File: src/rtl/kcr_pkg.sv
package kcr_pkg;
  typedef enum logic {EV_RELEASE = 1'b0, EV_PRESS = 1'b1} ev_kind_e;

  // index of the least significant set bit (0 when none)
  function automatic int lowest_set(input logic [63:0] m);
    int idx;
    idx = 0;
    for (int i = 63; i >= 0; i--) begin
      if (m[i]) idx = i;
    end
    return idx;
  endfunction
endpackage

File: src/rtl/kcr_snap_decode.sv
module kcr_snap_decode #(
  parameter int N  = 8,
  parameter int RW = 4,
  parameter int CW = 3,
  localparam int SW = RW + CW,
  localparam int CODEW = SW + 1
) (
  input  logic [N-1:0]            vld,
  input  logic [N-1:0][RW-1:0]    row,
  input  logic [N-1:0][CW-1:0]    col,
  input  logic                    fn_en,
  input  logic [SW-1:0]           fn_code,
  input  logic                    ghost_en,
  output logic [N-1:0]            keep,
  output logic [N-1:0][CODEW-1:0] code,
  output logic                    ghosted
);
  logic [N-1:0] is_fn;
  logic         fn_seen;
  logic         share_row;
  logic         share_col;

  assign fn_seen = |is_fn;

  for (genvar s = 0; s < N; s++) begin : g_slot
    assign is_fn[s] = fn_en & vld[s] & ({row[s], col[s]} == fn_code);
    assign keep[s]  = vld[s] & ~is_fn[s];
    // offset by the full key count = set the bit above the raw scancode
    assign code[s]  = {fn_seen, row[s], col[s]};
  end

  always_comb begin
    share_row = 1'b0;
    share_col = 1'b0;
    for (int i = 0; i < N; i++) begin
      for (int j = i + 1; j < N; j++) begin
        if (keep[i] && keep[j]) begin
          if (row[i] == row[j]) share_row = 1'b1;
          if (col[i] == col[j]) share_col = 1'b1;
        end
      end
    end
  end

  assign ghosted = ghost_en && ($countones(keep) >= 3) && share_row && share_col;
endmodule

File: src/rtl/kcr_release_diff.sv
module kcr_release_diff #(
  parameter int N     = 8,
  parameter int CODEW = 8
) (
  input  logic [N-1:0]            old_msk,
  input  logic [N-1:0][CODEW-1:0] old_code,
  input  logic [N-1:0]            new_msk,
  input  logic [N-1:0][CODEW-1:0] new_code,
  output logic [N-1:0]            gone
);
  for (genvar i = 0; i < N; i++) begin : g_old
    logic [N-1:0] hit;
    for (genvar j = 0; j < N; j++) begin : g_new
      assign hit[j] = new_msk[j] && (new_code[j] == old_code[i]);
    end
    assign gone[i] = old_msk[i] & ~(|hit);
  end
endmodule

File: src/rtl/kcr_event_seq.sv
module kcr_event_seq
  import kcr_pkg::*;
#(
  parameter int N     = 8,
  parameter int CODEW = 8,
  localparam int IW = (N > 1) ? $clog2(N) : 1
) (
  input  logic                    clk,
  input  logic                    rst_n,
  input  logic                    load,
  input  logic [N-1:0]            new_msk,
  input  logic [N-1:0][CODEW-1:0] new_code,
  input  logic [N-1:0]            gone,
  input  logic                    ev_ready,
  output logic                    ev_valid,
  output logic [CODEW-1:0]        ev_code,
  output logic                    ev_press,
  output logic [N-1:0]            held_msk,
  output logic [N-1:0][CODEW-1:0] held_code
);
  logic [N-1:0]            rel_msk;
  logic [N-1:0]            prs_msk;
  logic [N-1:0][CODEW-1:0] rel_code;
  logic [IW-1:0]           rsel;
  logic [IW-1:0]           psel;
  ev_kind_e                kind;

  assign rsel     = IW'(lowest_set(64'(rel_msk)));
  assign psel     = IW'(lowest_set(64'(prs_msk)));
  assign kind     = (|rel_msk) ? EV_RELEASE : EV_PRESS;
  assign ev_valid = (|rel_msk) | (|prs_msk);
  assign ev_press = (kind == EV_PRESS);
  assign ev_code  = (kind == EV_RELEASE) ? rel_code[rsel] : held_code[psel];

  always_ff @(posedge clk) begin
    if (!rst_n) begin
      rel_msk   <= '0;
      prs_msk   <= '0;
      rel_code  <= '0;
      held_msk  <= '0;
      held_code <= '0;
    end else if (load) begin
      rel_msk   <= gone;
      rel_code  <= held_code;
      held_msk  <= new_msk;
      held_code <= new_code;
      prs_msk   <= new_msk;
    end else if (ev_valid && ev_ready) begin
      if (kind == EV_RELEASE) rel_msk[rsel] <= 1'b0;
      else                    prs_msk[psel] <= 1'b0;
    end
  end
endmodule

File: src/rtl/key_change_reporter.sv
module key_change_reporter #(
  parameter int N  = 8,
  parameter int RW = 4,
  parameter int CW = 3,
  localparam int SW = RW + CW,
  localparam int CODEW = SW + 1
) (
  input  logic              clk,
  input  logic              rst_n,
  input  logic              snap_valid,
  input  logic [N-1:0]      snap_vld,
  input  logic [N*RW-1:0]   snap_row,
  input  logic [N*CW-1:0]   snap_col,
  input  logic              fn_en,
  input  logic [SW-1:0]     fn_code,
  input  logic              ghost_en,
  output logic              busy,
  output logic              ev_valid,
  input  logic              ev_ready,
  output logic [CODEW-1:0]  ev_code,
  output logic              ev_press
);
  logic [N-1:0][RW-1:0]    row_a;
  logic [N-1:0][CW-1:0]    col_a;
  logic [N-1:0]            keep;
  logic [N-1:0][CODEW-1:0] code;
  logic                    ghosted;
  logic [N-1:0]            held_msk;
  logic [N-1:0][CODEW-1:0] held_code;
  logic [N-1:0]            gone;
  logic                    load;

  assign row_a = snap_row;
  assign col_a = snap_col;
  assign busy  = ev_valid;
  assign load  = snap_valid & ~busy & ~ghosted;

  kcr_snap_decode #(.N(N), .RW(RW), .CW(CW)) u_dec (
    .vld(snap_vld), .row(row_a), .col(col_a),
    .fn_en(fn_en), .fn_code(fn_code), .ghost_en(ghost_en),
    .keep(keep), .code(code), .ghosted(ghosted)
  );

  kcr_release_diff #(.N(N), .CODEW(CODEW)) u_diff (
    .old_msk(held_msk), .old_code(held_code),
    .new_msk(keep), .new_code(code), .gone(gone)
  );

  kcr_event_seq #(.N(N), .CODEW(CODEW)) u_seq (
    .clk(clk), .rst_n(rst_n), .load(load),
    .new_msk(keep), .new_code(code), .gone(gone),
    .ev_ready(ev_ready), .ev_valid(ev_valid), .ev_code(ev_code),
    .ev_press(ev_press), .held_msk(held_msk), .held_code(held_code)
  );
endmodule

File: config.mk
export PLATFORM = sky130hd
export DESIGN_NAME = key_change_reporter
export DESIGN_NICKNAME = d
export VERILOG_FILES = /design/src/rtl/kcr_pkg.sv /design/src/rtl/kcr_snap_decode.sv /design/src/rtl/kcr_release_diff.sv /design/src/rtl/kcr_event_seq.sv /design/src/rtl/key_change_reporter.sv
export SDC_FILE = /design/constraint.sdc
export NUM_CORES = 1
export LEC_CHECK = 0
export ABC_AREA = 0
export BUFFER_PORTS_ARGS = -buffer_cell sky130_fd_sc_hd__buf_2
export CAP_MARGIN = 20
export CORE_UTILIZATION = 31
export CTS_CLUSTER_DIAMETER = 120
export CTS_CLUSTER_SIZE = 25
export DETAILED_ROUTE_END_ITERATION = 12
export GPL_ROUTABILITY_DRIVEN = 0
export SYNTH_ARGS = -nofsm -noshare
export SYNTH_HDL_FRONTEND = slang
export SYNTH_SLANG_ARGS = --single-unit
File: constraint.sdc
create_clock -name clk -period 7.15 [get_ports clk]
set_input_delay 0.3575 -clock clk [delete_from_list [all_inputs] [get_ports clk]]
set_output_delay 0.3575 -clock clk [all_outputs]
set_load 0.02 [all_outputs]
== Yosys cells after proc, flatten, opt, wreduce, memory -nomap -nowiden ==
Cells that the tools add are included.

* Register bits: 152
* Bits of input ports: 77
* Output and inout port bits: 11
* Logic and storage cells: 474

* Add/subtract/negate cells: 7
* $lt $le $gt $ge: 5
* Equality and inequality tests: 129
* Multiplexer cells: 144
* Bitwise operators: 57
* Reductions and logical operators: 113

{| class="wikitable"
|+ Operator list
! cell !! number
|-
| 8-bit == test || 64
|-
| 1-bit two-way mux || 115
|-
| 4-bit == test || 28
|-
| 1-bit logical AND || 98
|-
| 32-bit adder || 3
|-
| 8-bit OR reduction || 11
|-
| 3-bit == test || 28
|-
| 8-bit two-way mux || 9
|-
| 7-bit == test || 8
|-
| 8-bit binary-select mux with 3-bit select || 2
|-
| 3-bit two-way mux || 16
|-
| 1-bit AND || 34
|-
| 32-bit by 3-bit >= comparator with 1-bit output (second input constant) || 1
|-
| 1-bit inverter || 18
|-
| 8-bit AND || 2
|-
| 8-bit inverter || 2
|-
| 1-bit by 1-bit adder with 2-bit output || 4
|-
| 3-bit by 4-bit less-than comparator with 1-bit output (second input constant) || 2
|-
| 1-bit demux with 3-bit select || 2
|-
| 3-bit by 1-bit >= comparator with 1-bit output (second input constant) || 2
|-
| 2-bit AND reduction || 2
|-
| 2-bit nonzero test || 2
|-
| 2-bit != test (second input constant) || 1
|-
| 1-bit bitwise OR || 1
|}

== Depth between registers and ports, before layout ==
Gate-level depths: netlist of the first run.

* Depth in word-level cells: 66
* Mapped depth: 20
* Gate-level depth less buffers: 16

== Hierarchy ==
Synthesis of the first run repeated with hierarchy kept, for this count alone.

* Cell total of the unflattened synthesis: 2212
* Area, all modules: 17880.9 um^2

{| class="wikitable"
|+ By module, submodules not included
! module !! times used !! cells an instance !! area an instance (um^2) !! seq. area each (um^2)
|-
| kcr_event_seq || 1 || 783 || 7143.1 || 3042.9
|-
| kcr_release_diff || 1 || 870 || 6562.5 || 0.0
|-
| kcr_snap_decode || 1 || 557 || 4155.2 || 0.0
|-
| key_change_reporter || 1 || 2 || 20.0 || 0.0
|}

== Least setup slack after synthesis of the first run ==
No wires, ideal clock.

* Path type: input-to-reg
* Start point: in snap_row[20]
* End point: reg u_seq.held_code[10] (netlist bit)
* Setup time: 0.070 ns
* Arrival time: 4.813 ns
* Required time: 7.080 ns
* Slack: 2.267 ns
* Stages: 20
* Buffers on the path: 4
* Cell sequence: clkbuf_1 -> xor2_1 -> or4_1 -> o21ai_1 -> buf_2 -> inv_1 -> ha_1 -> fa_1 -> inv_1 -> fa_1 -> inv_1 -> ha_1 -> fa_1 -> a211oi_1 -> nor2b_1 -> o211a_2 -> buf_2 -> clkbuf_2 -> o21ai_1 -> a21oi_1

* Longest elaborated chain between the ends: 56
* Elaborated cells on any way between the ends: 122
* Classes of those cells: 3 x add/sub; 1 x order compare; 8 x eq/ne; 95 x mux; 5 x bitwise; 10 x reduce/logical

{| class="wikitable"
|+ RTL lines
! what !! line !! source
|-
| start, declared || key_change_reporter.sv:12 || <nowiki>input logic [N*RW-1:0] snap_row,</nowiki>
|-
| 7-bit == test (*) || kcr_snap_decode.sv:26 || <nowiki>assign is_fn[s] = fn_en & vld[s] & ({row[s], col[s]} == fn_code);</nowiki>
|-
| 1-bit AND (*) || kcr_snap_decode.sv:26 ||
|-
| 1-bit inverter (*) || kcr_snap_decode.sv:27 || <nowiki>assign keep[s] = vld[s] & ~is_fn[s];</nowiki>
|-
| 1-bit AND (*) || kcr_snap_decode.sv:27 ||
|-
| net keep[5] || key_change_reporter.sv:25 || <nowiki>logic [N-1:0] keep;</nowiki>
|-
| 1-bit logical AND || kcr_snap_decode.sv:37 || <nowiki>if (keep[i] && keep[j]) begin</nowiki>
|-
| 1-bit two-way mux || kcr_snap_decode.sv:37 ||
|-
| 1-bit two-way mux || kcr_snap_decode.sv:38 || <nowiki>if (row[i] == row[j]) share_row = 1'b1;</nowiki>
|-
| [41 not listed] || n/a ||
|-
| 1-bit two-way mux || kcr_snap_decode.sv:38 ||
|-
| 1-bit two-way mux || kcr_snap_decode.sv:37 ||
|-
| 1-bit two-way mux || kcr_snap_decode.sv:38 ||
|-
| 1-bit two-way mux || kcr_snap_decode.sv:37 ||
|-
| 1-bit logical AND || kcr_snap_decode.sv:45 || <nowiki>assign ghosted = ghost_en && ($countones(keep) >= 3) && share_row && share_col;</nowiki>
|-
| 1-bit logical AND (*) || kcr_snap_decode.sv:45 ||
|-
| 1-bit inverter (*) || key_change_reporter.sv:36 || <nowiki>assign load = snap_valid & ~busy & ~ghosted;</nowiki>
|-
| 1-bit AND (*) || key_change_reporter.sv:36 ||
|-
| end signal, assigned || kcr_event_seq.sv:46 || <nowiki>held_code <= new_code;</nowiki>
|-
| end, declared || kcr_event_seq.sv:19 || <nowiki>output logic [N-1:0][CODEW-1:0] held_code</nowiki>
|}

The timed path passes the listed nets; every way through them passes the cells marked *.
A chain may end at the register's enable or synchronous reset.

== Worst setup path after layout of the first run ==
* Start point: in snap_row[26]
* End point: reg u_seq.held_code[17] (netlist bit)

* Longest elaborated chain between the ends: 54
* Elaborated cells on any way between the ends: 118
* Classes of those cells: 3 x add/sub; 1 x order compare; 8 x eq/ne; 91 x mux; 5 x bitwise; 10 x reduce/logical

{| class="wikitable"
|+ RTL lines
! what !! line
|-
| 7-bit == test (*) || kcr_snap_decode.sv:26
|-
| 1-bit AND (*) || kcr_snap_decode.sv:26
|-
| 1-bit inverter (*) || kcr_snap_decode.sv:27
|-
| 1-bit AND (*) || kcr_snap_decode.sv:27
|-
| net keep[6] || key_change_reporter.sv:25
|-
| 1-bit logical AND || kcr_snap_decode.sv:37
|-
| 1-bit two-way mux || kcr_snap_decode.sv:37
|-
| 1-bit two-way mux || kcr_snap_decode.sv:38
|-
| [39 not listed] || n/a
|-
| 1-bit two-way mux || kcr_snap_decode.sv:38
|-
| 1-bit two-way mux || kcr_snap_decode.sv:37
|-
| 1-bit two-way mux || kcr_snap_decode.sv:38
|-
| 1-bit two-way mux || kcr_snap_decode.sv:37
|-
| 1-bit logical AND || kcr_snap_decode.sv:45
|-
| 1-bit logical AND (*) || kcr_snap_decode.sv:45
|-
| 1-bit inverter (*) || key_change_reporter.sv:36
|-
| 1-bit AND (*) || key_change_reporter.sv:36
|}

Marks and branches as above.

==> results.toml, run 1 <==
[outcome]
outcome = "completed"

[final_layout]
synthToLayoutAreaGrowth_pct = 6.41
nets = 1988
diodes = 0
drive_gt1_share_pct = 10.4

[sta]
fin_setup_tns_ns = 0
final_hold_viol_count = 0
setup_viol = 0
worst_pin_slew_ns = 1.20
clock-skew-final_ns = 0.0107
rsz0062_at_grt = "false"
min_period_over_period_pct = 78.5
max_freq_mhz = 178
slew_headroom_pct = 19.3
fin_crit_ns = 5.61
setup_ws_ns = 1.54
maxSlewViolCount = 0

[logic_synthesis]
syn_area_per_cell_sq_um = 7.68
synth_top_area_share_pct = 20.5
synthDistinctLibCells = 52
synth_seq_cells = 138
syn_inst = 2013
synthesis.area_sq_um = 15500
synth-edff-count = 0
synth_fp_nets = 2100
synth.yosys.seq_area_share_pct = 17.9
synth_top_area_cell = "xor2_1"
synth-main-ff-cell = "dfxtp_1"
async_reset_ff_share_pct = 0
ys_top_cells_by_area = "xor2_1, xnor2_1, dfxtp_1"
yosys_warnings = 0

[global_route]
gr-usage-all-layers_pct = 25.4
antenna_found_initial = 1
gr-total-overflow = 0
grt_max_degree = 103
grt_pass1_vias = 15400
grt_pass1_wl_mm = 97.8

[setup_path]
cp-start-kind = "input pin"
rrSetupSlack_ns = 3.00
r2r-end = "u_seq.held_code[17]$_SDFFE_PN0P_"
crit_required_ns = 7.50
cp_max_fo = 33
r2r-start = "u_seq.rel_msk[2]$_SDFFE_PN0P_"
crit_type = "in2reg"
r2r.worst_path.cells = 11
arrival_ns = 5.96
end_kind = "flip-flop"

[cts]
cts_hold_buf = 0
cts_tree = "done"
htreeDepth = 4
clk-insertion-delay-late_ns = 0.44
post_cts_resized = 0
clkSinkCount = 138
clockRootBuffer = "clkbuf_16"
clk_pin_slew_ns = 0.06
cts_buffers = 17
post_cts_buffers = 0
cts_buffer_depth = 2

[power]
pwr-share-comb_pct = 55.3
pwr-share-seq_pct = 31.1
power.density_nw_per_um2 = 416
clkPwrFrac_pct = 13.6
cellLeakagePower_nw = 5.70
p_switching_mw = 3.82
vdd_drop_max_mv = 0.345
swShare_pct = 55.8
internal_power_mw = 3.03

[floorplan]
die_y_um = 225
start_util_pct = 31.5
die_x_um = 225
die-area_sq_um = 50800
ioPinCount = 88
coreArea_sq_um = 49100
rows = 81

[hold_path]
holdPathStages = 4
hp-start = "ev_ready"
min_to = "u_seq.rel_msk[0]$_SDFFE_PN0P_"
hold_path_class = "in2reg"

[routing]
drc_errors = 0
vias = 15800
viasPerCell = 6.12
avgRoutedWirePerCell_um = 25.3
ant_nets = 0
firstDrtPassIters = 9
wl_mm = 65.3
drt_iter0_drc = 2301

[placement]
dpl.hpwl_mm = 41.0
io_buffers = 87
pre_cts_ws_ns = 1.22

[job]
cap_violations = 0
## worst max path at each step
stage,slack (ns),end,from,cells past startpoint
global placement,1.30,u_seq.rel_msk[6]$_SDFFE_PN0P_,snap_row[26],19
finish,1.54,u_seq.held_code[17]$_SDFFE_PN0P_,snap_row[26],19
CTS,1.66,u_seq.held_code[17]$_SDFFE_PN0P_,snap_row[26],19
global route,1.35,u_seq.held_code[17]$_SDFFE_PN0P_,snap_row[26],19
detailed placement,1.22,u_seq.held_code[27]$_SDFFE_PN0P_,snap_row[26],19
floorplan,2.27,u_seq.held_code[10]$_SDFFE_PN0P_,snap_row[20],20
## per-stage QoR
step / hold slack (ns) / power, mW / util (%) / instances / cell area (sq um)
after floorplan: 0.445 / 4.66 / - / 2013 / 15500
after global placement: 0.459 / 5.67 / 32.3 / 2546 / 15900
after detailed placement: 0.467 / 5.80 / 32.3 / 2546 / 15900
after CTS: 0.274 / 6.74 / 33.6 / 2578 / 16500
after global routing: 0.313 / 7.21 / 33.6 / 2578 / 16500
final: 0.288 / 6.85 / 33.6 / 2578 / 16500
## layer usage
| layer | track usage [%] | routed length (um) | vias up |
|---|---|---|---|
| met2 | 38.7 | 28300 | 1115 |
| li1 | - | - | 6757 |
| met3 | 5.42 | 7240 | 305 |
| met5 | 0 | 0 | - |
| met4 | 18.7 | 4880 | 0 |
| met1 | 31.5 | 24800 | 7593 |
## cells by family after synthesis
family | count (synthesis) | share of synthesized area, %
compound gates | 404 | 15.1
fa+ha+maj | 10 | 1.00
simple gates | 450 | 15.9
flops | 138 | 17.9
buf+inv | 289 | 9.05
mux | 21 | 1.46
xor+xnor | 701 | 39.7
## layout by cell type (no fill, tap or decap), types with 47 or more instances in the layout
cell / n
nand3_1: 150
nand4_1: 104
o21ai_1: 91
o21ai_0: 53
buf_4: 47
dfxtp_1: 138
buf_2: 87
xnor2_1: 339
nand2_1: 49
a21oi_1: 147
xor2_1: 362
nor4_1: 88
## synthesized netlist by cell type, drive strengths merged (8+ instances only)
| cell | number |
|---|---|
| mux2i | 8 |
| nor4 | 88 |
| nand3 | 150 |
| nor2 | 23 |
| mux2 | 13 |
| a222oi | 19 |
| clkbuf | 83 |
| o211ai | 15 |
| nand2 | 50 |
| a21oi | 147 |
| nor3 | 12 |
| o22ai | 46 |
| xor2 | 362 |
| buf | 184 |
| nand4 | 104 |
| o21ai | 150 |
| dfxtp | 138 |
| xnor2 | 339 |
| or4 | 16 |
| inv | 22 |
## flip-flops by register name, summed over array words and instances (netlist names)
name,cells
u_seq.prs_msk,8
u_seq.rel_code,57
u_seq.held_code,57
u_seq.rel_msk,8
u_seq.held_msk,8
## critical path, stage by stage
cell and delay [ns]:
buf_2 0.53, xor2_1 0.14, or4_1 0.70, o21ai_4 0.16
buf_4 0.30, inv_2 0.10, ha_1 0.29, fa_1 0.51
inv_1 0.05, fa_1 0.48, inv_1 0.05, ha_1 0.20
fa_1 0.47, a211oi_1 0.22, nor2b_1 0.14, o211ai_4 0.38
buf_4 0.50, nand3_1 0.14, a21oi_1 0.20
## final cells by class
class,instances,area (sq um)
flip-flops and latches,138,2760
clock inverters,15,183
fillers,5130,32600
clock buffers,17,425
repair buffers,136,828
multi-input cells,1586,11300
well taps,664,831
inverters,22,85.1
## power by group through the flow
stage               registers (mW)  logic, mW  clock network, mW
global route                  2.12       4.12              0.971
global placement              2.06       3.60                  0
CTS                           2.07       3.73              0.937
finish                        2.13       3.79              0.932
floorplan                     1.18       3.48                  0
detailed placement            2.08       3.72                  0
Note: power is estimated with default switching activity, not from simulation.
==> run 2: changes to the inputs <==
- ABC_AREA: 0 -> 1
- clock period: 7.15 -> 4.71 ns (I/O delays scaled with it)
==> run 2 against run 1 <==
Largest power group unchanged. Global-route usage grew 1.7 points. Via count up 12%. First-iteration DRC count rose by 4.0%. Synthesized cell count rose by 24%. Critical endpoint is now u_seq.rel_code[51]$_SDFFE_PN0P_. Register-to-register slack lost 1.7 ns. Routed wire length is 12% higher. Critical path type unchanged. Clock skew up 0.0050 ns. Power is 63% higher. Setup slack worse by 1.3 ns. Flip-flop and latch count stayed put. Synthesized area up 3.9%. Worst hold slack got worse by 0.13 ns.
==> results.toml, run 2 <==
[hold_path]
hold_path_class = "in2reg"
holdPathStages = 3

[global_route]
grt_pass1_vias = 16300
gr-usage-all-layers_pct = 27.1
grt_pass1_wl_mm = 108
grt_max_degree = 95
gr-total-overflow = 0
antenna_found_initial = 0

[placement]
postPlaceCellArea_sq_um = 16900
dpl.hpwl_mm = 50.3
pre_cts_ws_ns = -0.0855
io_buffers = 87
placed_cells = 3130

[sta]
slew_headroom_pct = 33.1
maxSlewViolCount = 0
setup_viol = 0
fin_crit_ns = 4.50
timing.hold.ws_ns = 0.156
worst_pin_slew_ns = 1.00
max_freq_mhz = 222
clock-skew-final_ns = 0.0157
final_hold_viol_count = 0
min_period_over_period_pct = 95.5
fin_setup_tns_ns = 0
setup_ws_ns = 0.214
rsz0062_at_grt = "false"

[floorplan]
coreArea_sq_um = 51300
start_util_pct = 31.3
die-area_sq_um = 52800
rows = 83
die_y_um = 230
die_x_um = 230
ioPinCount = 88

[logic_synthesis]
synth_top_area_cell = "dfxtp_1"
synthTopCellsByCount = "nand2_1, xor2_1, xnor2_1, nor2_1, o21ai_0"
synth-main-ff-cell = "dfxtp_1"
synthesis.area_sq_um = 16100
synth.yosys.seq_area_share_pct = 17.2
synthDistinctLibCells = 42
synth_top_area_share_pct = 17.2
synth-edff-count = 0
syn_area_per_cell_sq_um = 6.42
async_reset_ff_share_pct = 0
ys_top_cells_by_area = "dfxtp_1, xor2_1, xnor2_1"
synth_fp_nets = 2592
synth.most_common_cell = "nand2_1"
synth_seq_cells = 138
syn_inst = 2505
yosys_warnings = 0

[cts]
clk_pin_slew_ns = 0.07
htreeDepth = 4
cts_buffer_depth = 2
clk-insertion-delay-late_ns = 0.45
post_cts_resized = 0
cts_hold_buf = 0
clkSinkCount = 138
post_cts_buffers = 0
clockRootBuffer = "clkbuf_16"
cts_tree = "done"
cts_buffers = 17

[setup_path]
arrival_ns = 4.82
cp_max_fo = 73
cp-start-kind = "input pin"
crit_required_ns = 5.03
r2r.worst_path.cells = 14
crit_type = "in2reg"
end_kind = "flip-flop"

[routing]
drt_iter0_drc = 2394
ant_nets = 0
viasPerCell = 5.58
firstDrtPassIters = 5
vias = 17600
drc_errors = 0
wl_mm = 73.0
avgRoutedWirePerCell_um = 23.1

[power]
cellLeakagePower_nw = 7.33
power.density_nw_per_um2 = 637
vdd_drop_max_mv = 0.467

[final_layout]
nets = 2556
final_common_cell = "nand2_1"
fin_area_sq_um = 17500
final_cell_mix = "nand2_1, xor2_1, xnor2_1, nor2_1, o21ai_0"
drive_gt1_share_pct = 10.4
top_regs = "u_seq.held_code: 57 flops, u_seq.rel_code: 57 flops"
synthToLayoutAreaGrowth_pct = 8.81
final_cells = 3163

[job]
cap_violations = 0

[outcome]
outcome = "completed"
## run 2: final timing paths
path,from,endpoint,slack [ns]
worst max-delay path,snap_col[14],u_seq.rel_code[51]$_SDFFE_PN0P_,0.21
worst max register to register,u_seq.rel_msk[7]$_SDFFE_PN0P_,u_seq.rel_code[51]$_SDFFE_PN0P_,1.32
worst min-delay path,snap_col[23],u_seq.held_code[58]$_SDFFE_PN0P_,0.16
worst min register to register,u_seq.rel_code[24]$_SDFFE_PN0P_,u_seq.rel_code[24]$_SDFFE_PN0P_,0.46
## run 2: report_power, final
group	switching (mW)	internal, mW	leakage, nW
clock	0.646	0.704	0.280
combinational	4.03	2.46	5.92
sequential	1.58	1.74	1.12
total	6.25	4.89	7.33
## run 2: critical path, stage by stage
cell      delay (ns)
buf_2           0.10
inv_1           0.32
nor2_1          0.08
nor2_1          0.18
nand2_1         0.09
nor2_2          0.16
nor2_2          0.05
ha_1            0.24
fa_1            0.51
inv_1           0.05
fa_1            0.47
inv_1           0.04
ha_1            0.19
fa_1            0.54
nor2_1          0.05
a21boi_0        0.42
nand3_2         0.25
nand2_4         0.17
inv_4           0.11
buf_12          0.20
o21ai_0         0.24
a21oi_1         0.06
## run 2: through the flow
| stage | utilization, % | power (mW) |
|---|---|---|
| after global routing | 34.1 | 11.9 |
| after floorplan | - | 7.57 |
| after global placement | 33.0 | 9.60 |
| after CTS | 34.1 | 11.0 |
| final | 34.1 | 11.1 |
| after detailed placement | 33.0 | 9.63 |
## run 2: cells by family after synthesis
group	after synthesis	share of synthesized area (%)
adder cells (fa/ha/maj)	10	0.965
AND/OR/NAND/NOR	1069	29.2
AO/OA/AOI/OAI	333	11.1
XOR/XNOR	552	30.1
buffers and inverters	403	11.5
flip-flops	138	17.2
## run 2: layout make-up
type	instances	area (sq um)
inverters	160	603
fillers	5668	33800
repair buffers	188	1230
well taps	680	851
multi-input cells	1964	11500
clock inverters	15	144
diodes	1	2.50
flip-flops and latches	138	2760
clock buffers	17	425
## run 2: per-layer routing
metal	vias to the layer above	global-route usage [%]	share of wire, %
met1	8061	36.6	40
li1	7992	-	-
met2	1266	40.3	41
met4	0	13.8	6.0
met3	320	5.98	13
met5	-	0	0
